<file path="src/rtl/ocu_pkg.sv">
package ocu_pkg;
  localparam int unsigned OCU_DATA_W = 8;

  // register bit position of channel index i (channel i+1), MSB first
  function automatic int unsigned ch_bit(int unsigned data_w, int unsigned i);
    return data_w - 1 - i;
  endfunction
endpackage

</file>
<file path="src/rtl/ocu_chan.sv">
module ocu_chan #(
  parameter int unsigned DATA_W  = 8,
  parameter int unsigned CNT_W   = 16,
  parameter int unsigned ADDR_W  = 4,
  parameter int unsigned HI_ADDR = 0,
  parameter int unsigned LO_ADDR = 1
) (
  input  logic              clk_i,
  input  logic              rst_ni,
  input  logic              wr_en_i,
  input  logic [ADDR_W-1:0] addr_i,
  input  logic [DATA_W-1:0] wdata_i,
  input  logic [CNT_W-1:0]  count_i,
  input  logic              count_upd_i,
  input  logic              en_i,
  output logic [CNT_W-1:0]  cmp_o,
  output logic              hit_o
);
  logic [CNT_W-1:0] cmp_q;
  logic             wr_hi, wr_lo;

  assign wr_hi = wr_en_i && (addr_i == ADDR_W'(HI_ADDR));
  assign wr_lo = wr_en_i && (addr_i == ADDR_W'(LO_ADDR));

  always_ff @(posedge clk_i or negedge rst_ni) begin
    if (!rst_ni) begin
      cmp_q <= '0;
    end else begin
      if (wr_hi) cmp_q[CNT_W-1:DATA_W] <= wdata_i;
      if (wr_lo) cmp_q[DATA_W-1:0]     <= wdata_i;
    end
  end

  // comparator idle unless channel enabled and counter just advanced
  assign hit_o = count_upd_i && en_i && (count_i == cmp_q);
  assign cmp_o = cmp_q;


  cmp_hi_load_chk: assert property (@(posedge clk_i) disable iff (!rst_ni)
    wr_hi |=> cmp_o[CNT_W-1:DATA_W] == $past(wdata_i));

  cmp_lo_load_chk: assert property (@(posedge clk_i) disable iff (!rst_ni)
    wr_lo |=> cmp_o[DATA_W-1:0] == $past(wdata_i));
endmodule

</file>
<file path="src/rtl/ocu_ctrl.sv">
module ocu_ctrl #(
  parameter int unsigned N_CH = 5
) (
  input  logic            clk_i,
  input  logic            rst_ni,
  input  logic            en_wr_i,
  input  logic            flg_wr_i,
  input  logic [N_CH-1:0] wbits_i,
  input  logic [N_CH-1:0] hit_i,
  output logic [N_CH-1:0] en_o,
  output logic [N_CH-1:0] flag_o,
  output logic            irq_o
);
  logic [N_CH-1:0] en_q, flag_q, clr;

  assign clr = flg_wr_i ? wbits_i : '0;

  always_ff @(posedge clk_i or negedge rst_ni) begin
    if (!rst_ni) begin
      en_q   <= '0;
      flag_q <= '0;
    end else begin
      if (en_wr_i) en_q <= wbits_i;
      // set has priority over write-one-clear
      flag_q <= (flag_q & ~clr) | hit_i;
    end
  end

  assign en_o   = en_q;
  assign flag_o = flag_q;
  assign irq_o  = |(flag_q & en_q);

  for (genvar i = 0; i < N_CH; i++) begin : g_chk

    flag_set_chk: assert property (@(posedge clk_i) disable iff (!rst_ni)
      hit_i[i] |=> flag_o[i]);

    flag_clr_chk: assert property (@(posedge clk_i) disable iff (!rst_ni)
      (clr[i] && !hit_i[i]) |=> !flag_o[i]);
  end


  irq_idle_chk: assert property (@(posedge clk_i) disable iff (!rst_ni)
    (en_o == '0) |-> !irq_o);
endmodule

</file>
<file path="src/rtl/ocu_top.sv">
module ocu_top #(
  parameter int unsigned N_CH   = 5,
  parameter int unsigned DATA_W = ocu_pkg::OCU_DATA_W,
  parameter int unsigned CNT_W  = 2 * DATA_W,
  parameter int unsigned ADDR_W = 4
) (
  input  logic              clk_i,
  input  logic              rst_ni,
  input  logic [CNT_W-1:0]  count_i,
  input  logic              count_upd_i,
  input  logic              wr_en_i,
  input  logic [ADDR_W-1:0] addr_i,
  input  logic [DATA_W-1:0] wdata_i,
  output logic [DATA_W-1:0] rdata_o,
  output logic              irq_o
);
  import ocu_pkg::*;

  localparam int unsigned EN_ADDR  = 2 * N_CH;
  localparam int unsigned FLG_ADDR = 2 * N_CH + 1;

  logic [N_CH-1:0]  en, flag, hit, wbits;
  logic [CNT_W-1:0] cmp [N_CH];
  logic             en_wr, flg_wr;
  logic [DATA_W-1:0] en_byte, flg_byte;

  assign en_wr  = wr_en_i && (addr_i == ADDR_W'(EN_ADDR));
  assign flg_wr = wr_en_i && (addr_i == ADDR_W'(FLG_ADDR));

  for (genvar i = 0; i < N_CH; i++) begin : g_ch
    assign wbits[i] = wdata_i[ch_bit(DATA_W, i)];

    ocu_chan #(
      .DATA_W (DATA_W),
      .CNT_W  (CNT_W),
      .ADDR_W (ADDR_W),
      .HI_ADDR(2 * i),
      .LO_ADDR(2 * i + 1)
    ) chan_i (
      .clk_i      (clk_i),
      .rst_ni     (rst_ni),
      .wr_en_i    (wr_en_i),
      .addr_i     (addr_i),
      .wdata_i    (wdata_i),
      .count_i    (count_i),
      .count_upd_i(count_upd_i),
      .en_i       (en[i]),
      .cmp_o      (cmp[i]),
      .hit_o      (hit[i])
    );


    flag_needs_en_chk: assert property (@(posedge clk_i) disable iff (!rst_ni)
      $rose(flag[i]) |-> $past(en[i]));

    flag_needs_upd_chk: assert property (@(posedge clk_i) disable iff (!rst_ni)
      $rose(flag[i]) |-> $past(count_upd_i));
  end

  ocu_ctrl #(.N_CH(N_CH)) ctrl_i (
    .clk_i   (clk_i),
    .rst_ni  (rst_ni),
    .en_wr_i (en_wr),
    .flg_wr_i(flg_wr),
    .wbits_i (wbits),
    .hit_i   (hit),
    .en_o    (en),
    .flag_o  (flag),
    .irq_o   (irq_o)
  );

  always_comb begin
    en_byte  = '0;
    flg_byte = '0;
    for (int i = 0; i < N_CH; i++) begin
      en_byte[ch_bit(DATA_W, i)]  = en[i];
      flg_byte[ch_bit(DATA_W, i)] = flag[i];
    end
  end

  always_comb begin
    rdata_o = '0;
    for (int i = 0; i < N_CH; i++) begin
      if (addr_i == ADDR_W'(2 * i))     rdata_o = cmp[i][CNT_W-1:DATA_W];
      if (addr_i == ADDR_W'(2 * i + 1)) rdata_o = cmp[i][DATA_W-1:0];
    end
    if (addr_i == ADDR_W'(EN_ADDR))  rdata_o = en_byte;
    if (addr_i == ADDR_W'(FLG_ADDR)) rdata_o = flg_byte;
  end


  reset_quiet_chk: assert property (@(posedge clk_i)
    !rst_ni |-> !irq_o);
endmodule

</file>
<file path="config.mk">
export PLATFORM = sky130hd
export DESIGN_NAME = ocu_top
export DESIGN_NICKNAME = d
export VERILOG_FILES = /design/src/rtl/ocu_pkg.sv /design/src/rtl/ocu_chan.sv /design/src/rtl/ocu_ctrl.sv /design/src/rtl/ocu_top.sv
export SDC_FILE = /design/constraint.sdc
export NUM_CORES = 1
export LEC_CHECK = 0
export CAP_MARGIN = 10
export CORE_ASPECT_RATIO = 0.9
export CORE_MARGIN = 2
export CORE_UTILIZATION = 35
export CTS_CLUSTER_DIAMETER = 40
export DETAILED_ROUTE_END_ITERATION = 10
export PLACE_DENSITY = 0.65
export REMOVE_ABC_BUFFERS = 1
export SYNTH_ARGS = -nofsm -noshare
export SYNTH_HDL_FRONTEND = slang
export SYNTH_HIERARCHICAL = 1
export SYNTH_SLANG_ARGS = --single-unit
</file>
<file path="constraint.sdc">
create_clock -name clk_i -period 1.8 [get_ports clk_i]
set_clock_uncertainty 0.05 [all_clocks]
set_input_delay 0.45 -clock clk_i [delete_from_list [all_inputs] [get_ports clk_i]]
set_output_delay 0.45 -clock clk_i [all_outputs]
set_load 0.05 [all_outputs]
</file>
# ---- Word-level counts from Yosys, hierarchy flattened
# Index checks and enable logic that the tools add are counted.
dict set report totals {
  output_inout_bits 9
  elab_cells 69
  input_bits 32
  register_bits 90
}
dict set report classes {
  n_eq_ne 16
  reduce_logical 24
  mux 13
  n_bitwise 4
}
# op count
set op_table {}
lappend op_table {{8-bit two-way mux} 12}
lappend op_table {{16-bit == test} 5}
lappend op_table {{1-bit logical AND} 22}
lappend op_table {{4-bit by 3-bit == test with 1-bit output (second input constant)} 4}
lappend op_table {{4-bit == test (second input constant)} 4}
lappend op_table {{5-bit bitwise AND} 2}
lappend op_table {{4-bit by 2-bit == test with 1-bit output (second input constant)} 2}
lappend op_table {{5-bit two-way mux} 1}
lappend op_table {{5-bit NOT} 1}
lappend op_table {{5-bit OR} 1}
lappend op_table {{5-bit OR reduction} 1}
lappend op_table {{4-bit by 1-bit == test with 1-bit output (second input constant)} 1}
lappend op_table {{4-bit zero test} 1}

# ---- Logic depth before layout (Yosys ltp)
# Gate-level depths: netlist (run 1).
dict set report logic_depth {
  depth_word 13
  mapped_depth 7
  depth_no_buf 5
}

# ---- By module
# The synthesis (run 1) kept the hierarchy.
# mod instances seq_area_each_um2 area_each_um2 cells_each
set modules_own_cells {}
lappend modules_own_cells {{ocu_chan at g_ch[2].chan_i ...} 2 400.4 792.0 58}
lappend modules_own_cells {ocu_top 1 0.0 813.3 81}
lappend modules_own_cells {{ocu_chan at g_ch[0].chan_i} 1 400.4 794.5 58}
lappend modules_own_cells {{ocu_chan at g_ch[3].chan_i} 1 400.4 788.3 58}
lappend modules_own_cells {{ocu_chan at g_ch[1].chan_i} 1 400.4 785.8 58}
lappend modules_own_cells {ocu_ctrl 1 250.2 384.1 28}

# ---- Worst setup path after synthesis (run 1)
# Ideal clock, no wire load.
dict set report synth_path {
  kind {input-to-output}
  start {input port addr_i[0]}
  end {output port rdata_o[0]}
  required_time_ps 1300
  slack_ps -800
  path_stages 4
  arrival_time_ps 2100
  path_buffers 2
  cell_sequence {buf_4 > buf_4 > mux2i_1 > o32ai_1}
}
dict set report synth_between {
  elab_chain_cells 13
  word_cells_on_any_way 24
  cone_classes {eq/ne: 11; mux: 12; reduce/logical: 1}
}
# item line
set synth_rtl {}
lappend synth_rtl {{start: declaration} ocu_top.sv:12} ;# input logic [ADDR_W-1:0] addr_i,
lappend synth_rtl {{4-bit zero test} ocu_top.sv:84} ;# if (addr_i == ADDR_W'(2 * i)) rdata_o = cmp[i][CNT_W-1:DATA_W];
lappend synth_rtl {{8-bit two-way mux} ocu_top.sv:84}
lappend synth_rtl {{8-bit two-way mux} ocu_top.sv:85} ;# if (addr_i == ADDR_W'(2 * i + 1)) rdata_o = cmp[i][DATA_W-1:0];
lappend synth_rtl {{8-bit two-way mux} ocu_top.sv:84}
lappend synth_rtl {{8-bit two-way mux} ocu_top.sv:85}
lappend synth_rtl {{8-bit two-way mux} ocu_top.sv:84}
lappend synth_rtl {{8-bit two-way mux} ocu_top.sv:85}
lappend synth_rtl {{8-bit two-way mux} ocu_top.sv:84}
lappend synth_rtl {{8-bit two-way mux} ocu_top.sv:85}
lappend synth_rtl {{8-bit two-way mux} ocu_top.sv:84}
lappend synth_rtl {{8-bit two-way mux} ocu_top.sv:85}
lappend synth_rtl {{8-bit two-way mux} ocu_top.sv:87} ;# if (addr_i == ADDR_W'(EN_ADDR)) rdata_o = en_byte;
lappend synth_rtl {{8-bit two-way mux (*)} ocu_top.sv:88} ;# if (addr_i == ADDR_W'(FLG_ADDR)) rdata_o = flg_byte;
lappend synth_rtl {{end: declaration} ocu_top.sv:14} ;# output logic [DATA_W-1:0] rdata_o,
# Every way passes the cells marked *; elsewhere a longest branch is shown, timed or not.

# ---- Worst setup path in the final report (run 1)
dict set report layout_path {
  start {input port addr_i[0]}
  end {output port rdata_o[5]}
}
# Same word-level chain as after synthesis.

==> impl_metrics.tcl, run 1 <==
set metrics [dict create \
    status "finished, violations left" \
    violations "hold timing, setup timing" \
    cts-root-buf "clkbuf_16" \
    syn_inst 399 \
    synth_largest_area_cell "dfrtp_1" \
    drc 0 \
    cts.path.max_buffers 2 \
    hold_path.class "in2async" \
    synth_fa_ha_area_share_pct 0 \
    drt_iter0_drc 222 \
    antenna_left 0 \
    hpwl_um 11500 \
    fp.dieArea_um2 15700 \
    cts_tree "done" \
    reg2reg_slack_ns -0.08 \
    vias 4064 \
    drt_wl_total_um 16000 \
    drive_gt1_share_pct 54.2 \
    fillCellCount 1198 \
    vias_per_cell 5.20 \
    cts.clk_slew.worst_paths_ns 0.06 \
    antenna_found_initial 1 \
    detail_route.wl_per_cell_um 20.4 \
    grt_overflow 0 \
    ys_async_sr_fraction_pct 100 \
    setup_viol 13 \
    muxShareOfSynthArea_pct 28.8 \
    portBuffers 40 \
    worst_pin_slew_ns 0.488 \
    hold_ws_ns -0.00113 \
    cts_max_level 3 \
    yosysSeqAreaShare_pct 43.7 \
    numCtsBuffers 9 \
    p_per_area_nw_per_um2 965 \
    ir_drop_mv 0.507 \
    setup_ws_ns -0.418 \
    cts.hold.buffers_added 0 \
    relSlewSlack_pct 67.3 \
    netlist_top_cells_count "dfrtp_1 (90), mux2_2 (66), xnor2_1 (65), mux2_1 (19), nand4_1 (17)" \
    die_width_um 132 \
    total_power_mw 7.47 \
    r2r.worst_path.cells 6 \
    timing.rr.end "ctrl_i/flag_o[1]$_DFF_PN0_" \
    initial_core_util_pct 35.4 \
    avgSynthCellArea_um2 12.9 \
    synth_compound_area_share_pct 3.35 \
    core_um2 14600 \
    gr-usage-all-layers_pct 20.8 \
    synth_top_family_by_area "multiplexers" \
    timing.critical_path.from "addr_i[0]" \
    fmax_mhz 451 \
    clock_latency_ns 0.34 \
    netlist_area_um2 5150 \
    synth_simple_gate_area_share_pct 9.01 \
    cap_viol_max_count 0 \
    grt_pass1_vias 4298 \
    slew_violations 0 \
    grt_max_degree 40 \
    ioPinCount 41 \
    numClockSinks 90 \
    drt-pass1-iter-count 4 \
    synth-main-ff-cell "dfrtp_1" \
    cp.arrival_ns 1.72 \
    yosysMostFrequentCell "dfrtp_1" \
    globalplace.congestion 0.939 \
    r2r-start "g_ch[1].chan_i/cmp_o[4]$_DFFE_PN0P_" \
    die_h_um 119 \
    synth.top_cell.area_share_pct 43.7 \
    fin_crit_ns 2.22 \
    setup.worst_path.class "in2out" \
    ys_types 39 \
    end_kind "primary output" \
    leakage_nw 3.39 \
    rsz0062_at_grt "true" \
    hold_viol_final 1 \
    nets 611 \
    area.growth.synth_to_final_pct 50.3 \
    grt_pass1_wl_um 24900 \
    synth_edf_count 0 \
    yosysWarnings 6 \
    cp_max_fo 5 \
    ys_top_cells_by_area "dfrtp_1 (44%), mux2_2 (14%), xnor2_1 (11%), mux4_2 (4.8%), mux2_1 (4.2%)" \
    period_share_pct 123 \
    crit_path_start_kind "input pin" \
    critPathRequiredTime_ns 1.30 \
    synth_xor_area_share_pct 13.6 \
    ys_ff_latch 90 \
    num_rows 42 \
]
-- sequential cells by signal, summed over array words and instances (netlist names) --
name	cells
g_ch.chan_i/cmp_o	80
ctrl_i/en_o	5
ctrl_i/flag_o	5
-- how the worst max path moves through the flow --
stage / to / slack (ns) / depth (start not counted)
finish: rdata_o[5] / -0.42 / 7
global route: rdata_o[1] / -0.49 / 4
global placement: rdata_o[0] / -0.85 / 6
CTS: rdata_o[5] / -0.47 / 7
detailed placement: rdata_o[1] / -0.85 / 6
floorplan: rdata_o[0] / -0.65 / 2
-- per-layer routing --
layer | GRT usage (%) | vias up | wire length, um | share of wire, %
met3 | 4.04 | 29 | 916 | 5.7
met1 | 28.7 | 2078 | 6880 | 43
li1 | - | 1853 | - | -
met4 | 5.98 | 0 | 350 | 2.2
met2 | 33.2 | 104 | 7840 | 49
met5 | 0 | - | 0 | 0
-- critical path, stage by stage --
cell and delay (ns):
buf_12 0.10, buf_12 0.13, buf_8 0.11, mux4_2 0.49, mux2i_1 0.18, o21ai_2 0.09
buf_12 0.15
-- kinds of logic after synthesis --
family	Yosys count
AOI/OAI and AO/OA	27
DFF	90
buffers and inverters	14
xor gates and xnor gates	80
muxes	114
and+or+nand+nor	74
-- cell usage in the layout, fill, tap and decap left out, types with 3 or more instances in the layout --
master and instances:
buf_4 113, dfrtp_1 90, mux2_2 66, xnor2_1 37
xnor2_2 27, buf_6 21, mux2_1 19, nand4_1 17
nand2_1 15, xor2_1 15, buf_12 14, mux4_2 13
clkdlybuf4s50_1 11, clkbuf_16 9, dlygate4sd2_1 9, mux2i_1 8
nand3_1 6, nor2_1 5, a21o_1 5, mux4_1 4
o21ai_2 4, or4_4 4, buf_8 4, nor3_1 3
a21oi_2 3, clkbuf_1 3, nor4_4 3, clkbuf_2 3
-- final cells by class --
cell class / instances / area (um2) / share of cell area [%]
timing repair buffer: 182 / 1730 / 22.4
antenna: 1 / 2.50 / 0.0323
sequential: 90 / 2250 / 29.1
multi-input combinational: 295 / 3240 / 41.9
tap: 198 / 248 / 3.20
clock buffer: 12 / 236 / 3.06
inverter: 1 / 6.26 / 0.0808
clock inverter: 3 / 17.5 / 0.226
-- report_power, final --
part	switching [mW]	internal, mW
registers	0.331	2.47
logic	1.24	1.74
clock network	0.759	0.925
-- through the flow --
step / area (um2) / setup TNS (ns) / worst slack, ns / utilization (%) / std cells
after global placement: 6760 / -56.21 / -0.853 / 46.5 / 747
after CTS: 7460 / -3.68 / -0.467 / 51.3 / 771
after floorplan: 5080 / -3.04 / -0.655 / - / 386
final: 7740 / -3.44 / -0.418 / 53.2 / 782
after global routing: 7740 / -4.23 / -0.489 / 53.2 / 782
after detailed placement: 6760 / -58.77 / -0.853 / 46.5 / 747
-- repair_timing --
item,CTS,global route
setup buffers,12,11
setup endpoints to repair,99,59
pin swaps,26,20
cloned,2,0
resized for setup,94,48
Note: power is estimated with default switching activity, not from simulation.
==> run 2, diff against run 1 <==
--- a/config.mk
+++ b/config.mk
@@ -10,6 +10,7 @@
 export CORE_MARGIN = 2
 export CORE_UTILIZATION = 35
 export CTS_CLUSTER_DIAMETER = 40
+export CTS_CLUSTER_SIZE = 8
 export DETAILED_ROUTE_END_ITERATION = 10
 export PLACE_DENSITY = 0.65
 export REMOVE_ABC_BUFFERS = 1
==> constraint.sdc (replaced) <==
create_clock -name clk_i -period 2 [get_ports clk_i]
set_clock_uncertainty 0.05 [all_clocks]
set_input_delay 0.5 -clock clk_i [delete_from_list [all_inputs] [get_ports clk_i]]
set_output_delay 0.5 -clock clk_i [all_outputs]
set_load 0.05 [all_outputs]
==> impl_metrics.tcl, run 2 (same netlist as run 1, synthesis figures left out) <==
set metrics [dict create \
    cp_max_fo 7 \
    ir_drop_mv 0.444 \
    grt_pass1_wl_um 23100 \
    cp_slowest_cell "mux4_2" \
    numCtsBuffers 9 \
    die_width_um 132 \
    setup_ws_ns -0.291 \
    final_cells 738 \
    cp.arrival_ns 1.74 \
    leakage_nw 3.04 \
    hold_viol_final 0 \
    critPathBufInv 3 \
    placed_cells 717 \
    violations "setup timing" \
    relSlewSlack_pct 66.0 \
    grt_overflow 0 \
    cts.clk_slew.worst_paths_ns 0.06 \
    drt-pass1-iter-count 5 \
    drive_gt1_share_pct 44.8 \
    detail_route.wl_per_cell_um 19.9 \
    antenna_found_initial 0 \
    hpwl_um 10800 \
    cts.path.max_buffers 2 \
    status "finished, violations left" \
    drt_wl_total_um 14700 \
    diodes 0 \
    crit_path_start_kind "input pin" \
    vias_per_cell 5.16 \
    hold_path.class "in2async" \
    critPathTopFamily "multiplexers" \
    vias 3807 \
    ioPinCount 41 \
    stdcell_area_um2 7120 \
    fp.dieArea_um2 15700 \
    numClockSinks 90 \
    rsz0062_at_grt "true" \
    nets 567 \
    cts-root-buf "clkbuf_16" \
    setup_viol 9 \
    cap_viol_max_count 0 \
    crit_top_cell "buf_12" \
    portBuffers 40 \
    final_common_cell "dfrtp_1" \
    period_share_pct 115 \
    placedInstanceArea_um2 6560 \
    core_um2 14600 \
    end_kind "primary output" \
    r2r.worst_path.cells 6 \
    setup.worst_path.class "in2out" \
    grt_max_degree 91 \
    drt_iter0_drc 201 \
    p_per_area_nw_per_um2 879 \
    r2r-start "g_ch[1].chan_i/cmp_o[11]$_DFFE_PN0P_" \
    final_cell_mix "dfrtp_1 (90), buf_4 (80), mux2_2 (66), xnor2_1 (58), mux2_1 (19)" \
    worstPathCellList "buf_12 -> buf_8 -> mux4_2 -> mux2i_2 -> o21ai_2 -> buf_12" \
    grt_pass1_vias 4118 \
    antenna_left 0 \
    cp.depth 6 \
    worst_pin_slew_ns 0.510 \
    timing.critical_path.from "addr_i[0]" \
    cts_max_level 3 \
    critPathRequiredTime_ns 1.45 \
    num_rows 42 \
    globalplace.congestion 0.934 \
    slew_violations 0 \
    critPathMaxStageDelay_ns 0.52 \
    largest_reg_flops 80 \
    fin_crit_ns 2.29 \
    gr-usage-all-layers_pct 19.3 \
    fmax_mhz 436 \
    reg2reg_slack_ns 0.11 \
    area.growth.synth_to_final_pct 38.3 \
    cts_tree "done" \
    final_util_pct 48.9 \
    clock_latency_ns 0.34 \
    die_h_um 119 \
    drc 0 \
    initial_core_util_pct 35.4 \
]
==> run 2: cell types whose count changed in the layout (fill, tap and decap cells not counted), moves of 4 or more <==
cell             before  now
clkdlybuf4s50_1      11   15
buf_4               113   80
nor2b_1               1    5
xnor2_2              27    7
xnor2_1              37   58
buf_6                21   11
==> run 2: layout make-up <==
| cell class | instances | area, um2 |
|---|---|---|
| inverter | 1 | 3.75 |
| tap | 198 | 248 |
| clock inverter | 6 | 32.5 |
| fill | 1293 | 7430 |
| timing repair buffer | 138 | 1380 |
| clock buffer | 10 | 239 |
| multi-input combinational | 295 | 2970 |
| sequential | 90 | 2250 |
==> run 2: final timing paths <==
kind,endpoint
setup reg to reg,ctrl_i/flag_o[1]$_DFF_PN0_
min in group clk_i,ctrl_i/flag_o[4]$_DFF_PN0_
max in group asynchronous,g_ch[2].chan_i/cmp_o[1]$_DFFE_PN0P_
hold reg to reg,ctrl_i/flag_o[4]$_DFF_PN0_
setup / recovery,rdata_o[3]
hold / removal,g_ch[3].chan_i/cmp_o[15]$_DFFE_PN0P_
==> run 2: routing by layer <==
layer | global-route usage (%) | vias to the layer above | share of wire, % | wire, um
li1 | - | 1752 | - | -
met5 | 0 | - | 0 | 0
met3 | 5.66 | 27 | 5.5 | 811
met4 | 5.98 | 0 | 2.6 | 386
met1 | 25.4 | 1940 | 45 | 6590
met2 | 30.7 | 88 | 47 | 6880
==> run 2: report_power, final <==
group | internal, mW | switching (mW) | total [mW] | leakage (nW)
combinational | 1.24 | 0.871 | 2.11 | 1.79
sequential | 2.22 | 0.351 | 2.57 | 1.11
clock | 0.865 | 0.708 | 1.57 | 0.138
total | 4.33 | 1.93 | 6.26 | 3.04
==> run 2: worst reg2reg max path: cells and delay by family, from the launching register on <==
family	cells	cell delay [ns]
AND/OR/NAND/NOR	3	0.96
XOR/XNOR	1	0.14
AO/OA/AOI/OAI	1	0.12
buffers and inverters	1	0.15
flip-flops	1	0.40
==> run 2: repair_timing <==
| item | CTS | global route |
|---|---|---|
| cloned | 1 | 1 |
| hold buffers | 0 | 0 |
| pin swaps | 19 | 5 |
| buffers inserted | 6 | 1 |
| gates resized for setup | 59 | 10 |
| setup endpoints to repair | 83 | 15 |
==> run 2: through the flow <==
step	setup WS (ns)	power (mW)	TNS [ns]	hold WS, ns
after global routing	-0.352	6.57	-2.71	0.174
after global placement	-0.708	4.52	-44.58	0.436
after floorplan	-0.555	3.63	-2.24	0.154
after CTS	-0.321	6.26	-2.36	0.175
final	-0.291	6.26	-2.23	0.135
after detailed placement	-0.731	4.58	-46.38	0.445
